## src/rtl/eop_filt_pkg.sv

```systemverilog
// Package eop_filt_pkg
// Shared symbol type for the linestate EOP detector, plus the mapping from
// the raw two-bit linestate to bus symbols.
// Assumes: 00 = SE0, 11 = SE1; the 01/10 codes swap J and K at low speed.
package eop_filt_pkg;

    typedef enum logic [1:0] {
        SYM_SE0 = 2'd0,
        SYM_J   = 2'd1,
        SYM_K   = 2'd2,
        SYM_SE1 = 2'd3
    } line_sym_t;

    // Map a raw linestate sample to a bus symbol for the given speed.
    function automatic line_sym_t map_line(input logic [1:0] raw, input logic slow);
        line_sym_t s;
        case (raw)
            2'b00:   s = SYM_SE0;
            2'b01:   s = slow ? SYM_K : SYM_J;
            2'b10:   s = slow ? SYM_J : SYM_K;
            default: s = SYM_SE1;
        endcase
        return s;
    endfunction

endpackage

```

## src/rtl/ls_line_decode.sv

```systemverilog
// Module ls_line_decode
// Turns the raw PHY linestate into a bus symbol (SE0, J, K or SE1), taking
// the port speed into account. Purely combinational.
// Assumes: the linestate is already synchronous to clk.
module ls_line_decode
    import eop_filt_pkg::*;
(
    input  logic [1:0] line_raw,
    input  logic       slow,
    output line_sym_t  sym
);

    // Decode the symbol for the current sample.
    always_comb begin
        sym = map_line(line_raw, slow);
    end

endmodule

```

## src/rtl/ls_filter_qual.sv

```systemverilog
// Module ls_filter_qual
// Works out how many consecutive SE0 samples make a valid EOP in the
// current cycle. The multi-sample rule is in force only while transmitting
// with the filter enabled, in host mode (any speed) or in device mode at
// full speed during the LPM handshake. Otherwise one sample is enough.
// Assumes: the mode inputs are steady for the length of a packet.
module ls_filter_qual #(
    parameter int FILT_SAMPLES = 2,
    localparam int CW = $clog2(FILT_SAMPLES + 1)
) (
    input  logic          filt_en,
    input  logic          tx_busy,
    input  logic          host_role,
    input  logic          slow,
    input  logic          lpm_hs,
    output logic [CW-1:0] need_cnt
);

    logic role_ok;
    logic filt_on;

    // Decide whether the role and speed allow filtering.
    always_comb begin
        role_ok = host_role | (~slow & lpm_hs);
    end

    // Pick the SE0 run length required in this cycle.
    always_comb begin
        filt_on  = filt_en & tx_busy & role_ok;
        need_cnt = filt_on ? CW'(FILT_SAMPLES) : CW'(1);
    end

endmodule

```

## src/rtl/ls_se0_run.sv

```systemverilog
// Module ls_se0_run
// Counts consecutive SE0 symbols, saturating at FILT_SAMPLES. When J
// follows a long enough run, it issues a registered one-cycle EOP pulse.
// K and SE1 clear the run. A falling edge of tx_busy clears the run and
// suppresses the pulse for that edge.
// Assumes: need_cnt is at least 1 and at most FILT_SAMPLES.
module ls_se0_run
    import eop_filt_pkg::*;
#(
    parameter int FILT_SAMPLES = 2,
    localparam int CW = $clog2(FILT_SAMPLES + 1)
) (
    input  logic          clk,
    input  logic          rst_n,
    input  line_sym_t     sym,
    input  logic          tx_busy,
    input  logic [CW-1:0] need_cnt,
    output logic          eop_pulse
);

    localparam logic [CW-1:0] RUN_MAX = CW'(FILT_SAMPLES);

    logic [CW-1:0] run_cnt;
    logic          tx_q;
    logic          tx_fall;

    // Detect the cycle in which transmit activity ends.
    always_comb begin
        tx_fall = tx_q & ~tx_busy;
    end

    // Register transmit activity for edge detection.
    always_ff @(posedge clk) begin
        if (!rst_n) begin
            tx_q <= 1'b0;
        end else begin
            tx_q <= tx_busy;
        end
    end

    // Track the SE0 run and issue the EOP pulse on the following J.
    always_ff @(posedge clk) begin
        if (!rst_n) begin
            run_cnt   <= '0;
            eop_pulse <= 1'b0;
        end else begin
            eop_pulse <= 1'b0;
            if (tx_fall) begin
                run_cnt <= '0;
            end else begin
                unique case (sym)
                    SYM_SE0: begin
                        if (run_cnt != RUN_MAX) begin
                            run_cnt <= run_cnt + CW'(1);
                        end
                    end
                    SYM_J: begin
                        if (run_cnt != '0 && run_cnt >= need_cnt) begin
                            eop_pulse <= 1'b1;
                        end
                        run_cnt <= '0;
                    end
                    default: begin
                        run_cnt <= '0;
                    end
                endcase
            end
        end
    end

endmodule

```

## src/rtl/ls_eop_detect.sv

```systemverilog
// Module ls_eop_detect
// Top level of the linestate EOP detector. It joins the symbol decoder,
// the filter qualification and the SE0 run tracker.
// Assumes: all inputs are synchronous to the PHY interface clock.
module ls_eop_detect
    import eop_filt_pkg::*;
#(
    parameter int FILT_SAMPLES = 2
) (
    input  logic       clk,
    input  logic       rst_n,
    input  logic [1:0] line_st,
    input  logic       tx_busy,
    input  logic       glitch_filt_en,
    input  logic       host_role,
    input  logic       low_speed,
    input  logic       lpm_hs,
    output logic       eop_pulse
);

    localparam int CW = $clog2(FILT_SAMPLES + 1);

    line_sym_t     sym;
    logic [CW-1:0] need_cnt;

    ls_line_decode u_decode (
        .line_raw (line_st),
        .slow     (low_speed),
        .sym      (sym)
    );

    ls_filter_qual #(.FILT_SAMPLES(FILT_SAMPLES)) u_qual (
        .filt_en   (glitch_filt_en),
        .tx_busy   (tx_busy),
        .host_role (host_role),
        .slow      (low_speed),
        .lpm_hs    (lpm_hs),
        .need_cnt  (need_cnt)
    );

    ls_se0_run #(.FILT_SAMPLES(FILT_SAMPLES)) u_run (
        .clk       (clk),
        .rst_n     (rst_n),
        .sym       (sym),
        .tx_busy   (tx_busy),
        .need_cnt  (need_cnt),
        .eop_pulse (eop_pulse)
    );

endmodule

```

## config.mk

```make
export PLATFORM = sky130hd
export DESIGN_NAME = ls_eop_detect
export DESIGN_NICKNAME = d
export VERILOG_FILES = /design/src/rtl/eop_filt_pkg.sv /design/src/rtl/ls_line_decode.sv /design/src/rtl/ls_filter_qual.sv /design/src/rtl/ls_se0_run.sv /design/src/rtl/ls_eop_detect.sv
export SDC_FILE = /design/constraint.sdc
export NUM_CORES = 1
export LEC_CHECK = 0
export BUFFER_PORTS_ARGS = -buffer_cell sky130_fd_sc_hd__buf_4
export CAP_MARGIN = 20
export CORE_AREA = 2 2 39 41
export CTS_CLUSTER_DIAMETER = 40
export DETAILED_ROUTE_END_ITERATION = 6
export DIE_AREA = 0 0 41 43
export PLACE_DENSITY = 0.42
export SLEW_MARGIN = 20
export SYNTH_ARGS = -nofsm -noshare
export SYNTH_HDL_FRONTEND = slang
export SYNTH_SLANG_ARGS = --single-unit
```

## constraint.sdc

```tcl
create_clock -name clk -period 3.4 [get_ports clk]
set_input_delay 0.34 -clock clk [delete_from_list [all_inputs] [get_ports clk]]
set_output_delay 0.34 -clock clk [all_outputs]
set_load 0.005 [all_outputs]
```

==> results of run 1 <==
[power by group]
part           switching (mW)  leakage (nW)  internal, mW  total [mW]
clock                  0.0206        0.0138        0.0396      0.0601
combinational         0.00811         0.109        0.0109      0.0190
sequential           0.000653        0.0326        0.0485      0.0491
total                  0.0293         0.155        0.0989       0.128
[worst max-delay path, cell delays in order]
cell      delay [ns]
buf_4           0.10
nor2b_1         0.11
o211ai_1        0.20
ha_1            0.26
nand2b_1        0.13
a21oi_1         0.16
nor4_2          0.05
[cell families after synthesis]
family | after synthesis
fa+ha+maj | 4
xor+xnor | 1
compound gates | 4
buf+inv | 3
simple gates | 8
mux | 1
flops | 4
[synth_stat cells]
master / instances
dfxtp_1: 4
ha_1: 4
inv_1: 3
a21oi_1: 2
nor4_1: 2
and2_1: 1
and3b_1: 1
mux2i_1: 1
nand2b_1: 1
nor2_1: 1
nor2b_1: 1
nor4_2: 1
o211ai_1: 1
o21ai_0: 1
xor2_1: 1
[stage by stage]
| step | instances | hold WS (ns) |
|---|---|---|
| 3_3_place_gp | 50 | 0.5313 |
| 6_report | 53 | 0.2986 |
| 2_1_floorplan | 25 | 0.4181 |
| 4_1_cts | 53 | 0.2875 |
| 3_5_place_dp | 50 | 0.5371 |
| 5_1_grt | 53 | 0.2984 |
[state kept, by name, summed over array words and instances, names as in the netlist]
register,flops
u_run.tx_q,1
u_run.run_cnt,2
u_run.eop_pulse,1
[layer usage]
metal	track usage (%)	part of all wire, %	vias to the layer above
li1	-	-	114
met1	8.946	44	96
met2	9.688	47	6
met3	9.424	8.1	0
met4	4.000	0	0
met5	0	0	-
[path summary, 6_finish.rpt]
kind / endpoint / from / slack [ns] / cells after the start
setup / recovery: u_run.eop_pulse$_SDFF_PP0_ / lpm_hs / 2.14 / 7
hold / removal: u_run.run_cnt[0]$_SDFFE_PP0P_ / line_st[1] / 0.30 / 2
setup reg to reg: u_run.eop_pulse$_SDFF_PP0_ / u_run.run_cnt[0]$_SDFFE_PP0P_ / 2.23 / 5
hold reg to reg: u_run.run_cnt[0]$_SDFFE_PP0P_ / u_run.run_cnt[0]$_SDFFE_PP0P_ / 0.58 / 2
[layout make-up]
type | instances | area share [%]
clock buffer | 3 | 6.452
inverter | 3 | 3.226
multi-input combinational | 18 | 42.29
sequential | 4 | 22.94
tap | 16 | 5.735
timing repair buffer | 9 | 19.35
==> summary.txt, run 1 <==
Route
  • DR iter-0 viols: 1
  • Routed WL per cell: 10.06 um
  • DR vias: 216
  • Drc violations: 0
  • Post-Route WL: 533 um
  • First drt pass iteration count: 2
  • Antenna viol nets, final: 0
  • Vias per cell: 4.075

CTS
  • Post-CTS sizing: 0
  • Clock Latency Late Sink: 0.24 ns
  • TritonCTS Buffers: 3
  • CTS tree: built
  • Clock Tree Buf Depth: 2
  • TritonCTS sink count: 4
  • Root Buffer: clkbuf_4
  • Hold-fix buffers at CTS: 0
  • H-Tree Depth: 1
  • Post-CTS Setup Inserts: 0
  • Worst-path clk slew: 0.04 ns

Synth
  • Post-synthesis adder-cell area fraction: 20.94%
  • Top-area cell type share of the netlist area: 33.51%
  • Syn_nets: 38
  • Xor/xnor share of the synthesized area: 3.665%
  • Register area share after synthesis: 33.51%
  • Synthesized area per cell: 9.559 sq um
  • Simple-Gate Fraction of Synth Area: 23.56%
  • Yosys warns: 0
  • Multiplexer area fraction after synthesis: 4.188%
  • Cells after synthesis: 25
  • Yosys top cell by area: dfxtp_1
  • Largest family of logic cells by synthesized area: simple AND/OR/NAND/NOR gates
  • Synth cell types: 15
  • Complex-gate fraction of the synthesized area: 9.424%
  • Largest cells by area after synthesis: dfxtp_1 34%, ha_1 21%, nor4_1 5.2%, nor4_2 5.2%, inv_1 4.7%
  • Synthesized area: 239.0 sq um
  • Flops & latches, synth: 4

Layout
  • Diode count: 0
  • FILL cells: 155
  • Register area: 80.08 sq um
  • Area Growth Syn to Fin: 46.07%
  • Area of the multi-input gates: 147.6 sq um
  • # nets final: 52
  • Most frequent cells in the layout: 9 x buf_4, 4 x ha_1, 4 x dfxtp_1
  • Share of cells above drive strength 1: 35.14%
  • Final core area utilization: 25.23%
  • Commonest non-fill, non-tap cell in the layout: buf_4
  • Design area: 349.1 sq um

Placed design
  • Buffers on Ports: 9
  • HPWL after DPL: 424.7 um
  • RePlAce Congestion: 0.6387
  • Placed instance area: 326.6 sq um
  • Pre-CTS setup slack: 1.876 ns

Global routing
  • Initial antenna violation count: 0
  • GRT Util Overall: 8.317%
  • Vias in the first global route: 213
  • Largest net degree at the start of global routing: 5
  • Total grt overflow: 0
  • First-pass GRT wire length: 855 um

STA
  • Slew Limit Fails: 0
  • RSZ-0062 raised after global routing: no
  • Period minus WS final: 1.264 ns
  • Actual slew at the worst max-slew pin: 0.4700 ns
  • Slew headroom: 68.33%
  • Fmax: 791.4 MHz
  • Final Worst Setup Slack: 2.136 ns
  • Final worst clock skew: 0.003376 ns
  • Setup violations, final: 0
  • Final-report hold violation count: 0
  • Final period utilization: 37.17%
  • TNS Setup: 0 ns

Power
  • PD cells: 367.3 nW/um^2
  • Leak Pwr: 0.1550 nW
  • Design Power: 128.2 uW
  • Worst ir drop on vdd: 175.0 uV

Critical path
  • Worst Path Required: 3.51 ns
  • CP Class: in2reg
  • CP startpoint kind: primary input
  • Critical Path AT: 1.37 ns
  • Crit. End Element: flip-flop
  • CP Max Fanout: 2

Floorplanning
  • Cell Rows: 14
  • DIE HEIGHT: 43 um
  • Die Wd: 41 um
  • Core area: 1384 sq um
  • I/O pin total: 10
  • Initial Util: 17.27%
  • Die area: 1763 sq um

Status
  • Outcome: finished clean

Worst hold path
  • Hold/Removal Path Class: in2reg

Run
  • Number of max-cap violations: 0
Note: power is estimated with default switching activity, not from simulation.
==> run 2, diff against run 1 <==
--- a/config.mk
+++ b/config.mk
@@ -11,7 +11,7 @@
 export CTS_CLUSTER_DIAMETER = 40
 export DETAILED_ROUTE_END_ITERATION = 6
 export DIE_AREA = 0 0 41 43
-export PLACE_DENSITY = 0.42
+export PLACE_DENSITY = 0.43
 export SLEW_MARGIN = 20
 export SYNTH_ARGS = -nofsm -noshare
 export SYNTH_HDL_FRONTEND = slang
==> constraint.sdc (replaced) <==
create_clock -name clk -period 1.16 [get_ports clk]
set_input_delay 0.116 -clock clk [delete_from_list [all_inputs] [get_ports clk]]
set_output_delay 0.116 -clock clk [all_outputs]
set_load 0.005 [all_outputs]
==> run 2 against run 1 <==
- largest cell class unchanged
- register-to-register slack lost 2.2 ns
- power grew to 3.0 times the previous value
- first-iteration DRC count is the same
- count of clock-buffer cells in the layout is the same
- clock skew shrank 0.0011 ns
- worst setup slack lost 2.1 ns
- die area is the same
- combinational power grew to 3.6 times the previous value
- critical endpoint unchanged
- sequential share of layout area shrank 1.8 points
==> summary.txt, run 2 (synthesized netlist as in run 1, its figures left out) <==
Status
  • Outcome: finished clean

Critical path
  • CP Class: reg2reg
  • Crit-path max cell delay: 0.33 ns (+0.07 ns)
  • Reg2reg start: u_run.run_cnt[0]$_SDFFE_PP0P_
  • CP startpoint kind: flip-flop
  • Launch point of the worst path: u_run.run_cnt[0]$_SDFFE_PP0P_
  • Critical Path AT: 1.23 ns (-0.14 ns)
  • CP Cell Sequence: inv_2 -> ha_1 -> nand2b_1 -> a21oi_2 -> nor4_2
  • Worst Path Required: 1.28 ns (-2.23 ns)
  • Crit. End Element: flip-flop
  • Reg-to-reg endpoint: u_run.eop_pulse$_SDFF_PP0_
  • Crit-path slowest cell: dfxtp_2
  • CP Max Fanout: 3 (+1)
  • R2r setup slk: 0.05 ns (-2.18 ns)
  • Worst reg2reg path depth: 5 (unchanged)

STA
  • Fmax: 904.7 MHz
  • Final period utilization: 95.28%
  • Slew headroom: 84.77% (+16 points)
  • Slew Limit Fails: 0 (unchanged)
  • Final-report hold violation count: 0 (unchanged)
  • RSZ-0062 raised after global routing: no
  • TNS Setup: 0 ns (unchanged)
  • Final Worst Setup Slack: 0.05471 ns (-2.082 ns)
  • Setup violations, final: 0 (unchanged)
  • WHS: 0.06281 ns (-0.2358 ns)
  • Final worst clock skew: 0.002236 ns (-0.001140 ns)
  • Actual slew at the worst max-slew pin: 0.2274 ns (-0.2426 ns)
  • Period minus WS final: 1.105 ns

CTS
  • TritonCTS Buffers: 3 (unchanged)
  • Root Buffer: clkbuf_4
  • CTS tree: built
  • Clock Tree Buf Depth: 2 (unchanged)
  • Worst-path clk slew: 0.04 ns (about the same)
  • Post-CTS Setup Inserts: 0 (unchanged)
  • Clock Latency Late Sink: 0.23 ns (about the same)
  • TritonCTS sink count: 4 (unchanged)
  • H-Tree Depth: 1 (unchanged)

Layout
  • Area Growth Syn to Fin: 60.73%
  • FILL cells: 159 (+2.6%)
  • # nets final: 56 (+7.7%)
  • Max FFs per register: 2 (unchanged)
  • Most frequent cells in the layout: 13 x buf_4, 4 x ha_1, 3 x clkbuf_4, 3 x dfxtp_1
  • Biggest regs: u_run.run_cnt x2, u_run.eop_pulse x1, u_run.tx_q x1
  • Most flops, register: u_run.run_cnt
  • Design area: 384.1 sq um (+10%)
  • Commonest non-fill, non-tap cell in the layout: buf_4
  • Register area: 81.33 sq um (+1.6%)
  • Area of the multi-input gates: 151.4 sq um (+2.5%)
  • Non-filler cells, final: 57 (+7.5%)
  • Final core area utilization: 27.76% (+2.5 points)
  • Diode count: 0 (unchanged)
  • Share of cells above drive strength 1: 48.78% (+14 points)

Placed design
  • Placed instance area: 356.6 sq um (+9.2%)
  • RePlAce Congestion: 0.6688 (+4.7%)
  • HPWL after DPL: 444.5 um (+4.7%)
  • Buffers on Ports: 9 (unchanged)
  • Pre-CTS setup slack: -0.1513 ns (-2.027 ns)
  • Post-Place Cells: 54 (+8.0%)

Worst hold path
  • WHS Path Cells: 2 (unchanged)
  • Hold/Removal Path Class: in2reg
  • Hold path start: line_st[0]
  • Worst Hold Endpoint: u_run.run_cnt[0]$_SDFFE_PP0P_

Global routing
  • Vias in the first global route: 222 (+4.2%)
  • Total grt overflow: 0 (unchanged)
  • Initial antenna violation count: 0 (unchanged)
  • First-pass GRT wire length: 876 um (+2.5%)
  • Largest net degree at the start of global routing: 5 (unchanged)
  • GRT Util Overall: 8.116% (-0.20 points)

Floorplanning
  • I/O pin total: 10 (unchanged)
  • Die Wd: 41 um (unchanged)
  • Die area: 1763 sq um (unchanged)
  • Core area: 1384 sq um (unchanged)
  • Initial Util: 17.27% (unchanged)
  • DIE HEIGHT: 43 um (unchanged)
  • Cell Rows: 14 (unchanged)

Route
  • Post-Route WL: 510 um (-4.3%)
  • DR vias: 236 (+9.3%)
  • Antenna viol nets, final: 0 (unchanged)
  • Vias per cell: 4.140 (+1.6%)
  • First drt pass iteration count: 3 (+1)
  • Drc violations: 0 (unchanged)
  • Routed WL per cell: 8.947 um (-11%)
  • DR iter-0 viols: 1 (unchanged)

Power
  • Worst ir drop on vdd: 361.4 uV (+110%)
  • Design Power: 383.7 uW (+200%)
  • PD cells: 999.0 nW/um^2 (+170%)
  • Leak Pwr: 0.1753 nW (+13%)

Run
  • Number of max-cap violations: 0 (unchanged)
run 2: cell types whose count changed in the layout (fill, tap and decap cells not counted), sizes merged:
| cell | delta |
|---|---|
| buf | +4 |
run 2: report_power, final:
group | leakage (nW) | internal (mW) | switching, mW | total (mW)
sequential | 0.0331 | 0.142 | 0.00186 | 0.144
clock | 0.0138 | 0.116 | 0.0553 | 0.171
combinational | 0.128 | 0.0417 | 0.0267 | 0.0685
total | 0.175 | 0.300 | 0.0839 | 0.384
run 2: worst max path at each step:
stage,end,slack (ns),cells after the start
global placement,u_run.eop_pulse$_SDFF_PP0_,-0.13,7
floorplan,u_run.eop_pulse$_SDFF_PP0_,0.03,6
finish,u_run.eop_pulse$_SDFF_PP0_,0.05,5
CTS,u_run.eop_pulse$_SDFF_PP0_,0.01,5
global route,u_run.eop_pulse$_SDFF_PP0_,0.0004,5
detailed placement,u_run.eop_pulse$_SDFF_PP0_,-0.15,7
run 2: layout make-up:
| cell class | count | area share, % |
|---|---|---|
| well taps | 16 | 5.212 |
| repair buffers | 13 | 25.41 |
| clock buffers | 3 | 5.863 |
| inverters | 3 | 2.932 |
| flip-flops and latches | 4 | 21.17 |
| multi-input cells | 18 | 39.41 |
run 2: timing repair:
item | 4_1_cts | 5_1_grt
hold buffers | 0 | 0
setup endpoints to repair | 1 | 1
resized for setup | 1 | 2
run 2: per-layer routing:
layer  GRT usage (%)  vias to the layer above  share of wire, %
met5               0                        -                 0
met4           4.000                        0                 0
met3           7.853                        0               7.5
met2           11.25                        6                49
met1           7.668                      108                43
li1                -                      122                 -
run 2: worst max-delay path, delay by kind of cell, from the launching register on:
| kind | cells | cell delay [ns] |
|---|---|---|
| compound gates | 1 | 0.15 |
| fa+ha+maj | 1 | 0.27 |
| flops | 1 | 0.33 |
| buf+inv | 1 | 0.05 |
| simple gates | 2 | 0.20 |
